File: config.mk
export PLATFORM = sky130hd
export DESIGN_NAME = dio_glitch_filter
export DESIGN_NICKNAME = d
export VERILOG_FILES = /design/src/rtl/dgf_pkg.sv /design/src/rtl/dgf_sync2.sv /design/src/rtl/dgf_tick_gen.sv /design/src/rtl/dgf_lane.sv /design/src/rtl/dio_glitch_filter.sv
export SDC_FILE = /design/constraint.sdc
export NUM_CORES = 2
export LEC_CHECK = 0
export BUFFER_PORTS_ARGS = -buffer_cell sky130_fd_sc_hd__clkbuf_2
export CAP_MARGIN = 20
export CORE_MARGIN = 8
export CORE_UTILIZATION = 39
export DETAILED_ROUTE_END_ITERATION = 12
export PLACE_DENSITY = 0.63
export SLEW_MARGIN = 15
export SYNTH_ARGS = -nofsm -noshare
export SYNTH_HDL_FRONTEND = slang
export SYNTH_SLANG_ARGS = --single-unit
File: constraint.sdc
create_clock -name clk -period 6.57 [get_ports clk]
set_input_delay 0.3285 -clock clk [delete_from_list [all_inputs] [get_ports clk]]
set_output_delay 0.3285 -clock clk [all_outputs]
set_load 0.02 [all_outputs]
File: src/rtl/dgf_pkg.sv
package dgf_pkg;
  localparam int OFS_PORT0   = 0;
  localparam int OFS_STROBE  = 7;
  localparam int OFS_IVL0    = 8;
  localparam int OFS_EN0     = 12;
  localparam int STB_COMMIT  = 0;
  localparam int STB_FLUSH   = 1;
endpackage

File: src/rtl/dgf_sync2.sv
module dgf_sync2 #(
  parameter int W = 24
) (
  input  logic         clk,
  input  logic         rst,
  input  logic [W-1:0] d,
  output logic [W-1:0] q
);
  logic [W-1:0] meta;

  always_ff @(posedge clk) begin
    if (rst) begin
      meta <= '0;
      q    <= '0;
    end else begin
      meta <= d;
      q    <= meta;
    end
  end
endmodule

File: src/rtl/dgf_tick_gen.sv
module dgf_tick_gen #(
  parameter int DIV = 40
) (
  input  logic clk,
  input  logic rst,
  output logic tick
);
  localparam int CW = (DIV > 1) ? $clog2(DIV) : 1;
  localparam logic [CW-1:0] LAST = CW'(DIV - 1);

  logic [CW-1:0] cnt;

  always_ff @(posedge clk) begin
    if (rst) begin
      cnt  <= '0;
      tick <= 1'b0;
    end else if (cnt == LAST) begin
      cnt  <= '0;
      tick <= 1'b1;
    end else begin
      cnt  <= cnt + 1'b1;
      tick <= 1'b0;
    end
  end
endmodule

File: src/rtl/dgf_lane.sv
module dgf_lane #(
  parameter int IVL_W = 20
) (
  input  logic             clk,
  input  logic             rst,
  input  logic             flush,
  input  logic             tick,
  input  logic [IVL_W-1:0] ivl,
  input  logic             raw,
  output logic             q
);
  logic [IVL_W-1:0] held;

  always_ff @(posedge clk) begin
    if (rst) begin
      q    <= 1'b0;
      held <= '0;
    end else if (flush || (raw == q)) begin
      held <= '0;
    end else if (ivl == '0) begin
      q    <= raw;
      held <= '0;
    end else if (tick) begin
      if (held == ivl - 1'b1) begin
        q    <= raw;
        held <= '0;
      end else begin
        held <= held + 1'b1;
      end
    end
  end
endmodule

File: src/rtl/dio_glitch_filter.sv
module dio_glitch_filter
  import dgf_pkg::*;
#(
  parameter int N_LINES  = 24,
  parameter int IVL_W    = 20,
  parameter int TICK_DIV = 40,
  parameter int ADDR_W   = 5
) (
  input  logic               clk,
  input  logic               rst,
  input  logic [N_LINES-1:0] din,
  input  logic               wr_en,
  input  logic [ADDR_W-1:0]  addr,
  input  logic [7:0]         wdata,
  output logic [7:0]         rd_data,
  output logic [N_LINES-1:0] lines_q
);
  localparam int LINE_BYTES = (N_LINES + 7) / 8;
  localparam int IVL_BYTES  = (IVL_W + 7) / 8;

  logic [N_LINES-1:0] raw_s;
  logic [N_LINES-1:0] filt;
  logic [N_LINES-1:0] en_q;
  logic [IVL_W-1:0]   shd_ivl;
  logic [IVL_W-1:0]   act_ivl;
  logic               tick;
  logic               stb_wr;
  logic               flush;

  assign stb_wr = wr_en && (addr == ADDR_W'(OFS_STROBE));
  assign flush  = stb_wr && wdata[STB_FLUSH];

  dgf_sync2 #(.W(N_LINES)) u_sync (
    .clk (clk),
    .rst (rst),
    .d   (din),
    .q   (raw_s)
  );

  dgf_tick_gen #(.DIV(TICK_DIV)) u_tick (
    .clk  (clk),
    .rst  (rst),
    .tick (tick)
  );

  for (genvar g = 0; g < N_LINES; g++) begin : g_lane
    dgf_lane #(.IVL_W(IVL_W)) u_lane (
      .clk   (clk),
      .rst   (rst),
      .flush (flush),
      .tick  (tick),
      .ivl   (act_ivl),
      .raw   (raw_s[g]),
      .q     (filt[g])
    );
  end

  // Configuration registers: enables, shadow time, committed time.
  always_ff @(posedge clk) begin
    if (rst) begin
      en_q    <= '0;
      shd_ivl <= '0;
      act_ivl <= '0;
    end else if (wr_en) begin
      for (int b = 0; b < LINE_BYTES; b++) begin
        if (addr == ADDR_W'(OFS_EN0 + b)) begin
          for (int i = 0; i < 8; i++) begin
            if (8 * b + i < N_LINES) en_q[8 * b + i] <= wdata[i];
          end
        end
      end
      for (int b = 0; b < IVL_BYTES; b++) begin
        if (addr == ADDR_W'(OFS_IVL0 + b)) begin
          for (int i = 0; i < 8; i++) begin
            if (8 * b + i < IVL_W) shd_ivl[8 * b + i] <= wdata[i];
          end
        end
      end
      if (stb_wr && wdata[STB_COMMIT]) act_ivl <= shd_ivl;
    end
  end

  // Registered conditioned outputs: filtered or bypassed per line.
  always_ff @(posedge clk) begin
    if (rst) lines_q <= '0;
    else     lines_q <= (en_q & filt) | (~en_q & raw_s);
  end

  // Registered byte readback of the conditioned lines.
  always_ff @(posedge clk) begin
    if (rst) begin
      rd_data <= '0;
    end else begin
      rd_data <= '0;
      for (int b = 0; b < LINE_BYTES; b++) begin
        if (addr == ADDR_W'(OFS_PORT0 + b)) begin
          for (int i = 0; i < 8; i++) begin
            if (8 * b + i < N_LINES) rd_data[i] <= lines_q[8 * b + i];
          end
        end
      end
    end
  end
endmodule

## Yosys cells after proc, flatten, opt, wreduce, memory -nomap -nowiden

Cells that the tools add are included.

- $add $sub $neg: 26
- Multiply operators: 0
- Div/mod/pow operators: 0
- $lt $le $gt $ge: 0
- Equality and inequality tests: 58
- Shift-type cells: 0
- Multiplexer cells: 100
- Bitwise operators: 28
- Reduce and logical (&&, ||, !) cells: 110

Operator list:

| operator | count |
|---|---|
| $add A20 B1 Y20 const B | 24 |
| $eq A20 B20 Y1 | 24 |
| $mux W20 | 24 |
| $mux W1 | 73 |
| $reduce_and A3 Y1 | 24 |
| $reduce_or A3 Y1 | 24 |
| $reduce_bool A2 Y1 | 25 |
| $and A24 B24 Y24 | 2 |
| $eq A5 B4 Y1 const B | 6 |
| $eq A1 B1 Y1 | 24 |
| $logic_or A1 B1 Y1 | 24 |
| $mux W8 | 3 |
| $not A1 Y1 | 24 |
| $not A24 Y24 | 1 |
| $or A24 B24 Y24 | 1 |
| $logic_not A20 Y1 | 1 |
| $sub A20 B1 Y20 const B | 1 |
| $reduce_and A2 Y1 | 7 |
| $add A6 B1 Y6 const B | 1 |
| $eq A6 B6 Y1 const B | 1 |
| $eq A5 B1 Y1 const B | 1 |
| $eq A5 B2 Y1 const B | 1 |
| $eq A5 B3 Y1 const B | 1 |
| $logic_not A5 Y1 | 1 |
| 2 further kinds | 4 |

- Register bits after elaboration: 655
- Latch bits: 0
- RAM bits: 0
- Memory bits (read-only): 0
- Output and inout port bits: 32
- Memories kept: 0

## Logic depth before layout (Yosys ltp)

- Word-level depth: 6
- Depth in mapped cells: 20
- Depth with buffers taken out: 10

## By module

From an unflattened synthesis, not the netlist that was laid out.

- Cell total of the unflattened synthesis: 5714
- Area, all modules: 48816.8 µm²

Modules (own cells, without submodules):

| module | times used | cells each | area each (µm²) | sequential area each (µm²) |
|---|---|---|---|---|
| dgf_lane (g_lane[0].u_lane ...) | 23 | 215 | 1805.5 | 420.4 |
| dio_glitch_filter | 1 | 415 | 3921.3 | 1921.8 |
| dgf_lane (g_lane[8].u_lane) | 1 | 227 | 1800.5 | 420.4 |
| dgf_sync2 | 1 | 101 | 1305.0 | 960.9 |
| dgf_tick_gen | 1 | 26 | 264.0 | 140.1 |

## Least setup slack after synthesis

OpenSTA, ideal clock, no wires.

- Path type: reg2reg
- From: register act_ivl[0]
- To: register g_lane[7].u_lane.held[10]
- Setup time: 117 ps
- Arrival time: 4146 ps
- Required time: 6453 ps
- Slack: 2307 ps
- Cell stages (with the launch flop): 20
- Path buffers: 9
- Period minus slack after synthesis: 4263 ps
- Path through: dfxtp_1 buf_2 buf_2 buf_2 buf_2 inv_1 ha_1 buf_2 or4b_1 buf_2 buf_2 nor2_2 a21boi_0 clkbuf_1 o21ai_0 a2111oi_0 nand4_1 o21bai_2 buf_2 nor2_1

- Word-level cells in the longest chain between the ends: 3
- Elaborated cells between the ends (all ways): 5
- Those cells by class: 1 x add/sub; 1 x eq/ne; 1 x mux; 2 x reduce/logical

RTL lines:

| item | RTL line | text |
|---|---|---|
| start: declaration | dio_glitch_filter.sv:25 | `logic [IVL_W-1:0] act_ivl;` |
| start signal: assignment | dio_glitch_filter.sv:79 | `if (stb_wr && wdata[STB_COMMIT]) act_ivl <= shd_ivl;` |
| $sub A20 B1 Y20 | dgf_lane.sv:24 | `if (held == ivl - 1'b1) begin` |
| $eq A20 B20 Y1 | dgf_lane.sv:24 |  |
| $mux W20 | dgf_lane.sv:24 |  |
| end signal: assignment | dgf_lane.sv:28 | `held <= held + 1'b1;` |
| end: declaration | dgf_lane.sv:12 | `logic [IVL_W-1:0] held;` |

Parallel ways exist; a longest one is shown, timed or not.
A chain may end at the register's enable or synchronous reset.

## Worst setup path in the final report

- From: register act_ivl[1]
- To: register g_lane[19].u_lane.held[18]

- Word-level cells in the longest chain between the ends: 3
- Elaborated cells between the ends (all ways): 5
- Those cells by class: 1 x add/sub; 1 x eq/ne; 1 x mux; 2 x reduce/logical

RTL lines:

| item | RTL line |
|---|---|
| $sub A20 B1 Y20 | dgf_lane.sv:24 |
| $eq A20 B20 Y1 | dgf_lane.sv:24 |
| $mux W20 | dgf_lane.sv:24 |
| end signal: assignment | dgf_lane.sv:28 |
| end: declaration | dgf_lane.sv:12 |

Parallel ways exist; a longest one is shown, timed or not.

==> results_dict.tcl <==
set metrics [dict create \
    outcome "finished, final reports clean" \
    clockBufferDepth 3 \
    setup_slack_ns 1.10 \
    design_power_total_mw 8.56 \
    rsz0062_at_grt "false" \
    fp.dieArea_sq_um 110000 \
    pin_count 72 \
    leakage_nw 16.0 \
    grt.total_usage_pct 27.0 \
    fillers 9678 \
    dp_slack_ns 1.32 \
    final_cell_mix "nor2_1 (693), dfxtp_1 (647), xor2_1 (410), nand2_1 (349), xnor2_1 (347)" \
    async_flop_share_pct 0 \
    drtAntennaViolNets 0 \
    avgRoutedWirePerCell_microns 26.5 \
    regArea_sq_um 13100 \
    antenna_found_initial 7 \
    syn-num-nets 4604 \
    die_x_microns 332 \
    drt_iter0_markers 4194 \
    grtUsageMet3_pct 8.50 \
    routabilityCongestion 1.06 \
    nNetsFinal 4618 \
    drive_above_1_share_pct 9.28 \
    routed_wl_mm 157 \
    synth_top_family_by_area "simple AND/OR/NAND/NOR gates" \
    max_slew_margin_pct 13.8 \
    synthAdderAreaFrac_pct 0.859 \
    cp-end-kind "flip-flop" \
    stdcell_count 5917 \
    slew_viol_final 0 \
    fin_crit_sh_pct 83.2 \
    powerDensity_nw_per_um2 195 \
    crit_chain "inv_1 -> ha_2 -> or4b_1 -> buf_4 -> nor3_1 -> o21ai_0 -> a2111oi_0 -> nand4_1 -> nor4_2 -> or2_1 -> nor2_1" \
    crit_buf_inv 2 \
    critical-path-top-delay-family "simple AND/OR/NAND/NOR gates" \
    synth.cell_area_sq_um 39000 \
    hold_slack_ns 0.0211 \
    hold_path_class "in -> reg" \
    vias 35200 \
    core_sq_um 99700 \
    synth_compound_area_share_pct 9.60 \
    mostFrequentLayoutCell "nor2_1" \
    critical_path.max_stage_delay_ns 0.91 \
    htreeDepth 3 \
    synth_seq_area_share_pct 33.6 \
    vias_per_cell 5.96 \
    clock_latency_ns 0.67 \
    holdCritStartpoint "addr[4]" \
    timing.final.crit_period_ns 5.47 \
    hpwl_mm 112 \
    use_met1_pct 35.2 \
    first_pass_iters 8 \
    use_met2_pct 39.0 \
    fmax_mhz 183 \
    cts_tree "built" \
    synth_seq_cells 655 \
    synthCells 4538 \
    postCtsSetupRepairBufs 0 \
    crit_slowest_cell "or4b_1" \
    numCtsBuffers 74 \
    rows 116 \
    grt_max_degree 62 \
    worst_ep_arrival_time_ns 5.98 \
    ys_types 104 \
    grt-busiest-layer "met2" \
    max-vdd-ir-drop_mv 0.196 \
    yosysWarnings 0 \
    die_y_microns 332 \
    critPathMaxFanout 25 \
    synthMuxAreaShare_pct 2.68 \
    syn_avg_cell_area_sq_um 8.60 \
    drv_cap 0 \
    cts_sinks 655 \
    cts-root-buf "clkbuf_16" \
    globalRouteOverflowTotal 0 \
    placed_area_sq_um 40900 \
    grt_pass1_vias 32300 \
    setup_viol 0 \
    yosys.area_share.simple_pct 25.6 \
    multi_input_area_sq_um 24600 \
    drc 0 \
    r2r-start "act_ivl[1]$_SDFFE_PP0P_" \
    synth_ff_type "dfxtp_1" \
    clk_pin_slew_ns 0.07 \
    grt_pass1_wl_mm 224 \
    skew_ns 0.0330 \
    design_area_sq_um 43800 \
    worst-setup-path-type "reg -> reg" \
    fin_tns_setup_ns 0 \
    hold_viol_final 0 \
    start_kind "flip-flop" \
    initial_core_util_pct 39.2 \
    cp.required_ns 7.08 \
    cp-startpoint "act_ivl[1]$_SDFFE_PP0P_" \
    placed_cells 5748 \
    finish.utilization_pct 43.9 \
    synth-xor-area-share_pct 23.7 \
    synth_edf_count 0 \
    area_growth_syn_to_layout_pct 12.2 \
    io_buffers 71 \
    worst-slew-pin-transition_ns 1.29 \
]
cells in the mapped netlist, drive strengths merged (83+ instances only):
cell | number | share of area, %
xnor2 | 352 | 8.0
mux2i | 101 | 2.6
a21oi | 88 | 1.1
nor2 | 702 | 6.8
nand4 | 134 | 2.2
o21ai | 83 | 1.2
and3 | 178 | 2.9
nand3 | 218 | 2.8
clkbuf | 172 | 1.7
buf | 119 | 1.6
xnor3 | 114 | 6.6
dfxtp | 655 | 34
nand2 | 349 | 3.4
xor2 | 411 | 9.2
nor3 | 96 | 1.3
per-layer routing:
| layer | share of wire [%] | vias up |
|---|---|---|
| li1 | - | 15800 |
| met1 | 40 | 16700 |
| met2 | 40 | 2107 |
| met3 | 12 | 579 |
| met4 | 7.1 | 4 |
| met5 | 0.019 | - |
sequential cells by signal, summed over array words and instances, names as in the netlist:
signal / cells
rd_data: 8
en_q: 24
g_lane.u_lane.held: 480
lines_q: 24
shd_ivl: 20
u_sync.q: 24
u_tick.cnt: 6
act_ivl: 20
g_lane.u_lane.q: 24
u_tick.tick: 1
u_sync.meta: 24
repair_timing:
item	in CTS	in global routing
endpoints found under the hold margin	24	0
resized for setup	0	0
hold buffers	24	0
worst paths after layout:
path                                              to  depth (start not counted)  slack, ns
min reg2reg                  u_sync.q[11]$_SDFF_PP0_                          1       0.43
max reg2reg  g_lane[19].u_lane.held[18]$_SDFFE_PP0P_                         11       1.10
max          g_lane[19].u_lane.held[18]$_SDFFE_PP0P_                         11       1.10
min                          shd_ivl[0]$_SDFFE_PP0P_                          4       0.02
worst min-delay path: cells and delay by family:
kind	cells	cell delay (ns)
buf+inv	1	0.10
compound gates	1	0.05
simple gates	2	0.14
kinds of logic (layout without fill, tap and decap cells):
logic type	count (synthesis)	in the layout
fa+ha+maj	27	27
xor+xnor	877	877
mux	104	104
other cells	0	6
flops	655	655
compound gates	504	504
simple gates	2015	2015
buf+inv	356	431
cell type report:
| type | count | area share, % |
|---|---|---|
| Inverter | 65 | 0.557 |
| Multi-Input combinational cell | 3527 | 56.1 |
| Clock inverter | 43 | 1.20 |
| Antenna cell | 6 | 0.0343 |
| Timing Repair Buffer | 229 | 3.73 |
| Clock buffer | 94 | 4.68 |
| Tap cell | 1298 | 3.71 |
| Sequential cell | 655 | 30.0 |
report_power, final:
part / internal [mW] / switching [mW]
registers: 4.00 / 0.0235
logic: 0.0501 / 0.0766
clock network: 2.53 / 1.88
No activity file was read; power rests on OpenSTA's default activity.
